[src/rtl/flowq_pkg.sv]
`timescale 1ns/1ps
package flowq_pkg;
  typedef enum logic {
    SVC_STRICT = 1'b0,
    SVC_TURNS  = 1'b1
  } svc_mode_e;
endpackage

[src/rtl/rst_release.sv]
`timescale 1ns/1ps
module rst_release (
  input  logic clk,
  input  logic rst_n,
  output logic rst_n_sync
);
  logic [1:0] stage_q;
  logic [1:0] stage_d;

  always_comb stage_d = {stage_q[0], 1'b1};

  always_ff @(posedge clk or negedge rst_n) begin
    if (!rst_n) stage_q <= 2'b00;
    else        stage_q <= stage_d;
  end

  assign rst_n_sync = stage_q[1];
endmodule

[src/rtl/cell_fifo.sv]
`timescale 1ns/1ps
module cell_fifo #(
  parameter int DATA_W = 8,
  parameter int DEPTH  = 4
) (
  input  logic                       clk,
  input  logic                       rst_n,
  input  logic                       push,
  input  logic [DATA_W-1:0]          din,
  input  logic                       pop,
  output logic [DATA_W-1:0]          dout,
  output logic [$clog2(DEPTH+1)-1:0] count,
  output logic                       full,
  output logic                       empty
);
  localparam int PTR_W = (DEPTH > 1) ? $clog2(DEPTH) : 1;
  localparam int CNT_W = $clog2(DEPTH + 1);
  localparam logic [PTR_W-1:0] LAST = PTR_W'(DEPTH - 1);
  localparam logic [CNT_W-1:0] CAP  = CNT_W'(DEPTH);

  logic [DATA_W-1:0] store_q [DEPTH];
  logic [PTR_W-1:0]  wr_q, wr_d, rd_q, rd_d;
  logic [CNT_W-1:0]  cnt_q, cnt_d;
  logic              take, give;

  assign full  = (cnt_q == CAP);
  assign empty = (cnt_q == '0);
  assign take  = push && !full;
  assign give  = pop && !empty;
  assign dout  = store_q[rd_q];
  assign count = cnt_q;

  always_comb begin
    wr_d  = wr_q;
    rd_d  = rd_q;
    cnt_d = cnt_q;
    if (take) wr_d = (wr_q == LAST) ? '0 : wr_q + 1'b1;
    if (give) rd_d = (rd_q == LAST) ? '0 : rd_q + 1'b1;
    case ({take, give})
      2'b10:   cnt_d = cnt_q + 1'b1;
      2'b01:   cnt_d = cnt_q - 1'b1;
      default: cnt_d = cnt_q;
    endcase
  end

  always_ff @(posedge clk or negedge rst_n) begin
    if (!rst_n) begin
      wr_q  <= '0;
      rd_q  <= '0;
      cnt_q <= '0;
    end else begin
      wr_q  <= wr_d;
      rd_q  <= rd_d;
      cnt_q <= cnt_d;
    end
  end

  always_ff @(posedge clk) begin
    if (take) store_q[wr_q] <= din;
  end

  // occupancy never exceeds the queue depth
  a_r3_no_overflow: assert property (@(posedge clk) disable iff (!rst_n)
    cnt_q <= CAP);

  // simultaneous accept and removal keeps the occupancy
  a_r3_push_pop_hold: assert property (@(posedge clk) disable iff (!rst_n)
    (take && give) |=> (cnt_q == $past(cnt_q)));
endmodule

[src/rtl/flow_picker.sv]
`timescale 1ns/1ps
module flow_picker
  import flowq_pkg::*;
#(
  parameter int NUM_FLOWS = 4
) (
  input  logic                         clk,
  input  logic                         rst_n,
  input  logic [NUM_FLOWS-1:0]         busy,
  input  svc_mode_e                    mode,
  input  logic                         advance,
  output logic [$clog2(NUM_FLOWS)-1:0] sel,
  output logic                         any
);
  localparam int FID_W = $clog2(NUM_FLOWS);
  localparam logic [FID_W-1:0] TOP = FID_W'(NUM_FLOWS - 1);

  logic [FID_W-1:0] ptr_q, ptr_d;
  logic [FID_W-1:0] strict_sel, turn_sel;

  assign any = |busy;

  always_comb begin
    strict_sel = '0;
    for (int i = NUM_FLOWS - 1; i >= 0; i--) begin
      if (busy[i]) strict_sel = FID_W'(i);
    end
  end

  always_comb begin
    turn_sel = ptr_q;
    for (int k = NUM_FLOWS - 1; k >= 0; k--) begin
      int idx;
      idx = int'(ptr_q) + k;
      if (idx >= NUM_FLOWS) idx = idx - NUM_FLOWS;
      if (busy[idx]) turn_sel = FID_W'(idx);
    end
  end

  assign sel = (mode == SVC_TURNS) ? turn_sel : strict_sel;

  always_comb begin
    ptr_d = ptr_q;
    if (advance && any) ptr_d = (sel == TOP) ? '0 : sel + 1'b1;
  end

  always_ff @(posedge clk or negedge rst_n) begin
    if (!rst_n) ptr_q <= '0;
    else        ptr_q <= ptr_d;
  end

  // in turn mode the chosen queue holds a cell whenever any does
  a_r5_pick_busy: assert property (@(posedge clk) disable iff (!rst_n)
    (any && mode == SVC_TURNS) |-> busy[sel]);
endmodule

[src/rtl/flow_sched_top.sv]
`timescale 1ns/1ps
module flow_sched_top
  import flowq_pkg::*;
#(
  parameter int NUM_FLOWS = 4,
  parameter int DATA_W    = 8,
  parameter int DEPTH     = 4
) (
  input  logic                         clk,
  input  logic                         rst_n,
  input  logic                         mode_rr,
  input  logic                         enq_valid,
  input  logic [$clog2(NUM_FLOWS)-1:0] enq_flow,
  input  logic [DATA_W-1:0]            enq_data,
  output logic                         drop_pulse,
  output logic [$clog2(NUM_FLOWS)-1:0] drop_flow,
  output logic                         deq_valid,
  input  logic                         deq_ready,
  output logic [$clog2(NUM_FLOWS)-1:0] deq_flow,
  output logic [DATA_W-1:0]            deq_data
);
  localparam int FID_W = $clog2(NUM_FLOWS);
  localparam int CNT_W = $clog2(DEPTH + 1);
  localparam logic [CNT_W-1:0] CAP = CNT_W'(DEPTH);

  logic                 rst_s;
  logic [NUM_FLOWS-1:0] q_full, q_empty, q_push, q_pop;
  logic [DATA_W-1:0]    q_head [NUM_FLOWS];
  logic [CNT_W-1:0]     q_cnt  [NUM_FLOWS];
  logic [FID_W-1:0]     pick;
  logic                 any_cell;
  logic                 send;
  svc_mode_e            mode;

  rst_release u_rst (
    .clk        (clk),
    .rst_n      (rst_n),
    .rst_n_sync (rst_s)
  );

  assign mode = mode_rr ? SVC_TURNS : SVC_STRICT;
  assign send = any_cell && deq_ready;

  for (genvar f = 0; f < NUM_FLOWS; f++) begin : g_flow
    assign q_push[f] = enq_valid && (enq_flow == FID_W'(f));
    assign q_pop[f]  = send && (pick == FID_W'(f));

    cell_fifo #(
      .DATA_W (DATA_W),
      .DEPTH  (DEPTH)
    ) u_q (
      .clk   (clk),
      .rst_n (rst_s),
      .push  (q_push[f]),
      .din   (enq_data),
      .pop   (q_pop[f]),
      .dout  (q_head[f]),
      .count (q_cnt[f]),
      .full  (q_full[f]),
      .empty (q_empty[f])
    );
  end

  flow_picker #(
    .NUM_FLOWS (NUM_FLOWS)
  ) u_pick (
    .clk     (clk),
    .rst_n   (rst_s),
    .busy    (~q_empty),
    .mode    (mode),
    .advance (send),
    .sel     (pick),
    .any     (any_cell)
  );

  assign deq_valid  = any_cell;
  assign deq_flow   = pick;
  assign deq_data   = q_head[pick];
  assign drop_pulse = enq_valid && q_full[enq_flow];
  assign drop_flow  = enq_flow;

  // nothing is offered while every queue is empty
  a_r7_idle_low: assert property (@(posedge clk) disable iff (!rst_s)
    (&q_empty) |-> !deq_valid);

  // a stalled offer stays up until the link takes it
  a_r6_stall_hold: assert property (@(posedge clk) disable iff (!rst_s)
    (deq_valid && !deq_ready) |=> deq_valid);

  // strict mode never passes over a lower-numbered busy queue
  a_r4_strict_order: assert property (@(posedge clk) disable iff (!rst_s)
    (deq_valid && !mode_rr) |->
      ((~q_empty & ((NUM_FLOWS'(1) << deq_flow) - 1'b1)) == '0));

  // a dropped arrival leaves the queue full when it sent nothing
  a_r2_drop_keeps_full: assert property (@(posedge clk) disable iff (!rst_s)
    (drop_pulse && !q_pop[drop_flow]) |=> (q_cnt[$past(drop_flow)] == CAP));
endmodule

[config.mk]
export PLATFORM = sky130hd
export DESIGN_NAME = flow_sched_top
export DESIGN_NICKNAME = d
export VERILOG_FILES = /design/src/rtl/flowq_pkg.sv /design/src/rtl/rst_release.sv /design/src/rtl/cell_fifo.sv /design/src/rtl/flow_picker.sv /design/src/rtl/flow_sched_top.sv
export SDC_FILE = /design/constraint.sdc
export NUM_CORES = 1
export LEC_CHECK = 0
export ABC_AREA = 1
export BUFFER_PORTS_ARGS = -buffer_cell sky130_fd_sc_hd__buf_2
export CORE_MARGIN = 1
export CORE_UTILIZATION = 23
export CTS_BUF_LIST = sky130_fd_sc_hd__clkbuf_4
export DETAILED_ROUTE_END_ITERATION = 16
export GPL_ROUTABILITY_DRIVEN = 0
export PLACE_DENSITY = 0.47
export SYNTH_ARGS = -nofsm -noshare
export SYNTH_HDL_FRONTEND = slang
export SYNTH_HIERARCHICAL = 1
export SYNTH_SLANG_ARGS = --single-unit
export TNS_END_PERCENT = 30
[constraint.sdc]
create_clock -name clk -period 2.3 [get_ports clk]
set_input_delay 0.46 -clock clk [delete_from_list [all_inputs] [get_ports clk]]
set_output_delay 0.46 -clock clk [all_outputs]
set_load 0.01 [all_outputs]
Word-level counts from Yosys, hierarchy flattened

Memory sizes are Yosys's and may differ from the RTL's.
Index checks and enable logic that the tools add are counted.

Output and inout port bits: 14
Register bits: 32
Logic and storage cells: 170
Memories kept: 4
RAM bits: 128
Input port bits: 15

Add/subtract/negate cells: 24
Equality and inequality tests: 26
Bitwise logic cells: 2
Magnitude comparators: 10
Mux-type cells: 52
Reductions and logical operators: 38

Memories:

| name                  | words | width | rd ports | clocked after memory_dff | write ports | line            | RTL |
|---|---|---|---|---|---|---|---|
| g_flow[0].u_q.store_q | 4     | 8     | 1        | 0                        | 1           | cell_fifo.sv:21 | `logic [DATA_W-1:0] store_q [DEPTH];` |
| g_flow[1].u_q.store_q | 4     | 8     | 1        | 0                        | 1           | cell_fifo.sv:21 |  |
| g_flow[2].u_q.store_q | 4     | 8     | 1        | 0                        | 1           | cell_fifo.sv:21 |  |
| g_flow[3].u_q.store_q | 4     | 8     | 1        | 0                        | 1           | cell_fifo.sv:21 |  |

Operators by type and width:

| operator                                              | number |
|---|---|
| < comparator 32 x 4 -> 1 bit (second input constant)  | 4 |
| two-way mux 32 bit                                    | 4 |
| >= comparator 32 x 4 -> 1 bit (second input constant) | 3 |
| subtractor 32 x 4 -> 32 bit (second input constant)   | 3 |
| two-way mux 2 bit                                     | 18 |
| equality test 2 bit (second input constant)           | 16 |
| one-hot mux 3 bit (2 select lines)                    | 4 |
| logical AND 1 bit                                     | 19 |
| adder 2 x 1 -> 2 bit (second input constant)          | 9 |
| two-way mux 1 bit                                     | 18 |
| binary-select mux 8 bit (select 2 bit)                | 1 |
| two-way mux 8 bit                                     | 2 |
| adder 3 x 1 -> 3 bit (second input constant)          | 4 |
| equality test 2 x 1 -> 1 bit (second input constant)  | 6 |
| equality test 3 bit (second input constant)           | 4 |
| logical NOT 3 bit                                     | 4 |
| subtractor 3 x 1 -> 3 bit (second input constant)     | 4 |
| binary-select mux 1 bit (select 2 bit)                | 5 |
| logical NOT 1 bit                                     | 8 |
| nonzero test 2 bit                                    | 4 |
| adder 2 x 2 -> 3 bit (second input constant)          | 2 |
| logical NOT 2 bit                                     | 2 |
| NOT 4 bit                                             | 1 |
| OR reduction 4 bit                                    | 1 |
| other kinds (6)                                       | 6 |

Depth between registers and ports, before layout

Gate-level depths: netlist (run 1).

Word-level depth: 16
Gate-level depth with buffers: 28

Hierarchy

Netlist (run 1), hierarchy kept.

Modules (own cells, without submodules):

| module         | times used | seq. area each (µm²) | area each (µm²) | cells an instance |
|---|---|---|---|---|
| cell_fifo      | 4          | 1,136.1              | 1,769.2         | 154 |
| flow_picker    | 1          | 50.0                 | 357.8           | 69 |
| flow_sched_top | 1          | 0.0                  | 341.6           | 75 |
| rst_release    | 1          | 50.0                 | 53.8            | 3 |

Worst setup path before layout (run 1)

No wires, ideal clock.

Kind: reg2reg
From: reg g_flow[1].u_q.cnt_q[0]
To: reg g_flow[2].u_q.cnt_q[2]
Arrival: 3.079 ns
Required time: 2.183 ns
Path buffers: 0
Setup time: 0.117 ns
Clock period less this slack: 3.196 ns
Path slack: -0.896 ns
Cell stages (with the launch flop): 21
Path through: dfrtp_1 inv_1 nand3_2 inv_1 inv_1 inv_1 nand2_1 nand3_1 nand2_1 a31oi_1 inv_2 nor3_1 nand2_1 inv_1 ha_1 inv_1 fa_1 nand2_1 nand3_1 nand2_1 nand2_1

Longest elaborated chain between the ends: 15
Elaborated cells between the ends (all ways): 30
Classes of those cells: eq/ne: 3; mux: 20; bitwise: 1; reduce/logical: 6

RTL lines:

| item                                                                            | line                 | RTL |
|---|---|---|
| start, declared                                                                 | cell_fifo.sv:23      | `logic [CNT_W-1:0] cnt_q, cnt_d;` |
| start signal, assigned                                                          | cell_fifo.sv:54      | `cnt_q <= cnt_d;` |
| logical NOT 3 bit (*)                                                           | cell_fifo.sv:27      | `assign empty = (cnt_q == '0);` |
| net q_empty[1]                                                                  | flow_sched_top.sv:27 | `logic [NUM_FLOWS-1:0] q_full, q_empty, q_push, q_pop;` |
| NOT 4 bit (*)                                                                   | flow_sched_top.sv:69 | `.busy (~q_empty),` |
| binary-select mux 1 bit (select 2 bit)                                          | flow_picker.sv:36    | `if (busy[idx]) turn_sel = FID_W'(idx);` |
| two-way mux 1 bit (not written as such) (2 in series)                           | flow_picker.sv:36    |  |
| two-way mux 2 bit (4 in series)                                                 | flow_picker.sv:36    |  |
| two-way mux 2 bit (*)                                                           | flow_picker.sv:40    | `assign sel = (mode == SVC_TURNS) ? turn_sel : strict_sel;` |
| net deq_flow[1]                                                                 | flow_sched_top.sv:19 | `output logic [$clog2(NUM_FLOWS)-1:0] deq_flow,` |
| equality test 2 bit (*)                                                         | flow_sched_top.sv:46 | `assign q_pop[f] = send && (pick == FID_W'(f));` |
| logical AND 1 bit (*)                                                           | flow_sched_top.sv:46 |  |
| net q_pop[2]                                                                    | flow_sched_top.sv:27 |  |
| logical AND 1 bit (*)                                                           | cell_fifo.sv:29      | `assign give = pop && !empty;` |
| net g_flow[2].u_q.give                                                          | cell_fifo.sv:24      | `logic take, give;` |
| equality test 2 x 1 -> 1 bit / equality test 2 bit (equally long branches)      | cell_fifo.sv:39      | `case ({take, give})` |
| one-hot mux 3 bit (2 select lines) / nonzero test 2 bit (equally long branches) | n/a                  |  |
| end signal, assigned                                                            | cell_fifo.sv:54      |  |
| end, declared                                                                   | cell_fifo.sv:23      |  |

The timed path passes the listed nets; every way through them passes the cells marked *. The select of a mux whose other input is x is not followed.
A chain may end at the register's enable or synchronous reset.

Worst setup path in the final report (run 1)

From: reg g_flow[0].u_q.cnt_q[2]
To: out deq_data[3]

Longest elaborated chain between the ends: 14
Elaborated cells between the ends (all ways): 24
Classes of those cells: mux: 21; bitwise: 2; reduce/logical: 1

RTL lines:

| item                                                      | line                 | RTL |
|---|---|---|
| start, declared                                           | cell_fifo.sv:23      |  |
| start signal, assigned                                    | cell_fifo.sv:54      |  |
| logical NOT 3 bit (*)                                     | cell_fifo.sv:27      |  |
| net q_empty[0]                                            | flow_sched_top.sv:27 |  |
| NOT 4 bit (*)                                             | flow_sched_top.sv:69 |  |
| binary-select mux 1 bit (select 2 bit)                    | flow_picker.sv:36    |  |
| two-way mux 1 bit (not written as such) (2 in series)     | flow_picker.sv:36    |  |
| two-way mux 2 bit (4 in series)                           | flow_picker.sv:36    |  |
| two-way mux 2 bit (*)                                     | flow_picker.sv:40    |  |
| NOT 2 -> 3 bit (not written as such) (*)                  | flow_sched_top.sv:78 | `assign deq_data = q_head[pick];` |
| binary-select mux 8 bit (select 2 bit) (*)                | flow_sched_top.sv:78 |  |
| two-way mux 8 bit (not written as such) (*) (2 in series) | flow_sched_top.sv:78 |  |
| end, declared                                             | flow_sched_top.sv:20 | `output logic [DATA_W-1:0] deq_data` |

Marks and branches as above.

==> reports/qor.yml, run 1 <==
yosysTopAreaCellShare_pct: 49.1
drc: 0
htreeDepth: 4
timing.rr.start: "g_flow[0].u_q/count[2]"
power.density_nw_per_um2: 1160
irDropWorstVdd_mv: 0.505
grt_pass1_vias: 5221
die_w_um: 187
nets: 938
pin_count: 29
start_util_pct: 23.4
viasPerCell: 3.97
violations: "setup timing"
dp_hpwl_um: 12300
cts_buffers: 17
hold_path.class: "input pin to asynchronous set/reset pin"
rr_endpoint: "g_flow[0].u_q/count[2]"
max-cap-violations: 0
drive_above_1_share_pct: 28.7
preCtsSetupSlack_ns: -0.447
rsz0062_at_grt: "true"
finalInstanceArea_um2: 9740
end_kind: "output port"
clkTransAtPathRegs_ns: 0.14
fp.coreArea_um2: 33500
synth_area_leaders: "edfxtp_1 (49%), nand2_1 (11%), dfrtp_1 (10%)"
critPathMaxFanout: 8
rows: 67
tritoncts: "built"
synth-edff-count: 128
holdWs_ns: 0.217
yosysMostFrequentCell: "nand2_1"
syn_area_per_cell_um2: 10.3
synthFlopType: "edfxtp_1"
finalWorstPathRequiredPeriod_ns: 3.16
p_leak_nw: 4.20
hold_violations: 0
portBuffers: 28
clock_skew_ns: 0.0214
final.setup.worst_slack_ns: -0.857
reg2reg_depth: 27
grt_antenna_before_repair: 1
setup_viol: 20
clock-root-buffer: "clkbuf_4"
post-route-util_pct: 29.0
grt-ovfl-total: 0
grt_pass1_wl_um: 28300
async_flop_share_pct: 20.0
ant_nets: 0
r2r_setup_slack_ns: -0.47
grt_max_degree: 36
firstDrtPassIters: 5
area_growth_pct: 24.4
vias: 5384
ys_ff_latch: 160
yosys-top-cells-count: "nand2_1 (221), inv_1 (142), edfxtp_1 (128), o211ai_1 (64)"
power_mw: 11.3
status: "finished with violations"
synth_cell_types: 27
fmax_mhz: 317
clkLatencyLatePin_ns: 0.55
placed_area_um2: 9040
cp_data_arrival_time_ns: 2.70
yosysSeqAreaShare_pct: 59.3
synth.largest_area_cell: "edfxtp_1"
netlist_area_um2: 7830
min_period_over_period_pct: 137
drv_slew: 0
synth_cells: 763
critPathKind: "register to output port"
cp_data_required_time_ns: 1.84
die_height_um: 187
syn_nets: 807
cts_sinks: 160
track_usage_pct: 10.5
cts_buffer_depth: 2
wl_per_cell_um: 13.1
first_iter_violations: 339
drt_wl_total_um: 17800
fp.dieArea_um2: 34800
ys_warn_count: 6
cp-start-kind: "register"
==> layout by cell type (no fill, tap or decap), types with 2 or more instances in the layout <==
cell | netlist | routed
nor3_4 | 0 | 3
nand2_1 | 221 | 208
bufinv_16 | 0 | 2
nor2_1 | 32 | 28
xnor2_1 | 4 | 4
dfrtp_1 | 32 | 32
clkinvlp_4 | 0 | 2
inv_4 | 0 | 3
nor2_2 | 1 | 3
ha_4 | 0 | 5
buf_6 | 21 | 7
buf_4 | 2 | 94
nor3_1 | 7 | 4
nand4_1 | 12 | 12
buf_2 | 0 | 27
inv_2 | 7 | 34
o21ai_2 | 1 | 2
buf_12 | 0 | 6
nand3_2 | 8 | 10
ha_1 | 25 | 20
o211ai_1 | 64 | 64
fa_2 | 0 | 3
inv_6 | 0 | 4
clkbuf_4 | 0 | 18
nand2_2 | 4 | 15
nor2_4 | 2 | 4
edfxtp_1 | 128 | 128
nand2_4 | 4 | 6
nand3_4 | 0 | 3
o21ai_1 | 0 | 3
nand3_1 | 31 | 26
a21oi_1 | 3 | 3
inv_8 | 1 | 5
inv_1 | 142 | 111
clkinv_4 | 0 | 2
==> flip-flops by register name (all words and copies together) (netlist names) <==
signal,cells
g_flow.u_q/store_q,128
g_flow.u_q/count,12
g_flow.u_q/rd_q,8
g_flow.u_q/wr_q,8
u_pick/ptr_q,2
u_rst/stage_q,2
==> through the flow <==
step	std cells	TNS, ns
final	1356	-10.90
after global routing	1356	-16.55
after CTS	1354	-13.91
after detailed placement	1296	-5.90
after global placement	1296	-5.42
after floorplan	763	-2.56
==> layout make-up <==
cell class | instances | area (µm²)
repair buffers | 135 | 1050
clock buffers | 18 | 135
diodes | 1 | 2.50
multi-input cells | 430 | 2600
well taps | 448 | 561
inverters | 150 | 583
flip-flops and latches | 160 | 4640
fillers | 3569 | 23800
clock inverters | 14 | 169
==> report_power, final <==
group | total [mW] | internal, mW | switching (mW)
Combinational | 5.71 | 2.48 | 3.23
Sequential | 3.76 | 3.51 | 0.251
Clock | 1.78 | 0.698 | 1.08
Total | 11.3 | 6.69 | 4.56
==> worst max-delay path: stages, from the launching register on <==
cell,delay (ns)
dfrtp_1,0.39
inv_2,0.05
nand3_2,0.07
inv_2,0.04
inv_2,0.09
inv_2,0.04
nand2_2,0.09
nand3_2,0.10
nand2_2,0.09
inv_2,0.03
nand2_1,0.05
nand2_1,0.06
nand2_1,0.05
nand2_1,0.06
nand3_2,0.09
nand2_4,0.06
inv_6,0.08
inv_4,0.03
buf_6,0.10
nor2_4,0.20
nand2_1,0.09
nand4_1,0.14
buf_2,0.15
==> worst max path at each step <==
stage	from	cells after the start	end
floorplan	g_flow[3].u_q/count[2]	18	g_flow[2].u_q/count[1]
global placement	g_flow[3].u_q/count[1]	23	g_flow[2].u_q/count[1]
detailed placement	g_flow[2].u_q/count[1]	26	g_flow[0].u_q/count[2]
CTS	g_flow[3].u_q/count[2]	21	deq_data[7]
global route	g_flow[1].u_q/count[1]	21	deq_data[3]
finish	g_flow[0].u_q/count[2]	22	deq_data[3]
==> routing by layer <==
metal	vias up	wire, µm	global-route usage [%]
li1	2771	-	-
met1	2537	8830	14.5
met2	72	8230	16.8
met3	4	578	1.84
met4	0	109	3.03
met5	-	0	0
==> kinds of logic after synthesis <==
| family | Yosys count | synth area share, % |
|---|---|---|
| xor gates and xnor gates | 4 | 0.447 |
| buffers and inverters | 173 | 10.5 |
| and+or+nand+nor | 322 | 17.8 |
| other | 1 | 0.0479 |
| adders and majority gates | 29 | 5.02 |
| DFF | 160 | 59.3 |
| AOI/OAI and AO/OA | 74 | 6.87 |
==> what timing repair did <==
| item | in CTS | in global routing |
|---|---|---|
| endpoints found under the hold margin | 2 | 0 |
| pin swaps | 32 | 30 |
| setup buffers | 25 | 7 |
| gates resized for setup | 22 | 27 |
| endpoints found under the setup margin | 24 | 34 |
| hold buffers | 1 | 0 |
Power figures use the tool's default switching activity.
==> run 2: changes to the inputs <==
==> constraint.sdc (replaced) <==
create_clock -name clk -period 2.3 [get_ports clk]
set_input_delay 0.46 -clock clk [delete_from_list [all_inputs] [get_ports clk]]
set_output_delay 0.46 -clock clk [all_outputs]
set_load 0.1 [all_outputs]
==> reports/qor.yml, run 2 (same netlist as run 1, synthesis figures left out) <==
status: "finished with violations"
violations: "setup timing"
rows: 67  # unchanged
tns_ns: -14.53  # -3.64 ns
dr_wl_met3_um: 713  # +23%
drive_above_1_share_pct: 26.5  # -2.2 points
cp_common_cell: "nand2_1"
track_usage_pct: 10.6  # +0.13 points
final_common_cell: "nand2_1"
portBuffers: 28  # unchanged
cp.depth: 22  # unchanged
cts_sinks: 160  # unchanged
grt_pass1_vias: 5204  # -0.33%
cp-endpoint: "deq_data[6]"
dp_hpwl_um: 12700  # +3.0%
fmax_mhz: 304  # -4.0%
switching_share_pct: 45.5  # +5.0 points
dr_wl_met2_um: 8440  # +2.5%
clock-root-buffer: "clkbuf_4"
die_w_um: 187  # unchanged
reg2reg_depth: 26  # -3.7%
die_height_um: 187  # unchanged
fp.coreArea_um2: 33500  # unchanged
critPathSlowestCell: "dfrtp_1"
firstDrtPassIters: 4  # -1
timing.rr.start: "g_flow[3].u_q/count[0]"
final_cell_mix: "nand2_1 (210), edfxtp_1 (128), inv_1 (117)"
seqPwrFrac_pct: 28.7  # -4.7 points
fillCellCount: 3564  # -0.14%
p_leak_nw: 4.23  # +0.52%
hold_path.class: "input pin to asynchronous set/reset pin"
cp_cell_sequence: "inv_2 -> nand3_4 -> inv_2 -> inv_2 -> inv_2 -> o21ai_2 -> nand2_1 -> nand2_1 -> nand2_1 -> nand2_2 -> nand2_1 -> nand2_1 -> nand3_2 -> nand2_2 -> clkinvlp_4 -> inv_2 -> buf_6 -> nor2_4 -> buf_12 -> nand2_1 -> nand4_1 -> buf_12"
wl_met1_um: 8390  # -5.0%
fp.dieArea_um2: 34800  # unchanged
top_register: "g_flow.u_q/store_q"
setup_viol: 25  # +25%
rsz0062_at_grt: "true"
intPower_mw: 7.17  # +7.1%
cp-startpoint: "g_flow[3].u_q/count[0]"
max-cap-violations: 0  # unchanged
tritoncts: "built"
htreeDepth: 4  # unchanged
clock_skew_ns: 0.0262  # +0.00474 ns
power_mw: 13.2  # +17%
cp_num_buf_inv: 9  # unchanged
grt_pass1_wl_um: 28600  # +1.3%
rr_endpoint: "g_flow[0].u_q/count[2]"
critPathMaxFanout: 8  # unchanged
cp_data_arrival_time_ns: 2.83  # +0.13 ns
cts_buffers: 17  # unchanged
area_growth_pct: 25.0
first_iter_violations: 343  # +1.2%
slowest_delay_ns: 0.39  # about the same
cp_data_required_time_ns: 1.84  # about the same
drc: 0  # unchanged
wl_per_cell_um: 13.2  # +0.56%
min_period_over_period_pct: 143  # +5.8 points
irDropWorstVdd_mv: 1.55  # +210%
pin_count: 29  # unchanged
r2r_setup_slack_ns: -0.71  # -0.24 ns
clkLatencyLatePin_ns: 0.55  # about the same
post-route-util_pct: 29.2  # +0.13 points
hold_violations: 0  # unchanged
critPathKind: "register to output port"
cts_buffer_depth: 2  # unchanged
crit_family: "simple AND/OR/NAND/NOR gates"
grt_antenna_before_repair: 2  # +1
switching_power_mw: 5.98  # +31%
largest_reg_flops: 128  # unchanged
final.setup.worst_slack_ns: -0.989  # -0.133 ns
finalWorstPathRequiredPeriod_ns: 3.29  # +0.133 ns
power.density_nw_per_um2: 1340  # +16%
nets: 931  # -0.75%
clkTransAtPathRegs_ns: 0.15  # about the same
grt_max_degree: 36  # unchanged
end_kind: "output port"
viasPerCell: 3.97  # about the same
start_util_pct: 23.4  # unchanged
drv_slew: 0  # unchanged
cp-start-kind: "register"
ant_nets: 0  # unchanged
pwr-share-clk_pct: 13.5  # -2.3 points
drt_wl_total_um: 17700  # about the same
grt-ovfl-total: 0  # unchanged
top_layer_used: "met5"
comb_power_share_pct: 57.7  # +6.9 points
vias: 5347  # -0.69%
-- run 2: cell types whose count changed in the layout (fill, tap and decap cells not counted), moves of 3 or more --
cell / change
ha_4: -3
inv_2: -6
inv_1: +6
buf_6: -5
buf_4: -4
nand3_2: -4
nand3_1: +3
buf_2: -11
buf_12: +12
-- run 2: stage by stage --
stage	hold slack [ns]	cell area (µm²)	cells	setup WS, ns
after detailed placement	0.252	9160	1299	-0.685
after global placement	0.247	9160	1299	-0.595
after global routing	0.139	9780	1348	-1.25
after CTS	0.150	9660	1340	-1.08
after floorplan	0.164	7860	763	-1.25
final	0.213	9780	1348	-0.989
-- run 2: how the worst min path moves through the flow --
stage | from | end | slack, ns | depth (start not counted)
after floorplan | rst_n | u_rst/stage_q[0] | 0.16 | 0
after global placement | rst_n | u_rst/stage_q[0] | 0.25 | 1
after detailed placement | rst_n | u_rst/stage_q[0] | 0.25 | 1
after CTS | rst_n | u_rst/stage_q[0] | 0.15 | 2
after global routing | rst_n | u_rst/stage_q[0] | 0.14 | 2
final | rst_n | u_rst/stage_q[0] | 0.21 | 2
-- run 2: layout make-up --
cell class / count / area (µm²) / share of cell area, %
multi-input cells: 430 / 2530 / 25.9
well taps: 448 / 561 / 5.73
repair buffers: 128 / 1160 / 11.9
clock buffers: 17 / 128 / 1.30
inverters: 150 / 582 / 5.95
flip-flops and latches: 160 / 4640 / 47.5
clock inverters: 14 / 169 / 1.73
diodes: 1 / 2.50 / 0.0256
-- run 2: layer usage --
metal,track usage (%),vias to the layer above
met4,2.30,2
met3,2.60,12
met1,14.0,2504
li1,-,2745
met2,17.6,84
met5,0,-
-- run 2: power by group through the flow --
stage / Sequential (mW) / Clock, mW / Combinational, mW
5_1_grt: 3.84 / 1.97 / 8.29
2_1_floorplan: 3.79 / 0 / 4.55
3_3_place_gp: 3.84 / 0 / 7.06
4_1_cts: 3.78 / 1.86 / 7.43
6_report: 3.78 / 1.78 / 7.59
3_5_place_dp: 3.85 / 0 / 7.06
-- run 2: what timing repair did --
action	4_1_cts	5_1_grt
setup endpoints to repair	25	34
hold buffers	1	0
hold endpoints to repair	2	0
resized for setup	28	17
setup buffers	10	8
pin swaps	17	21
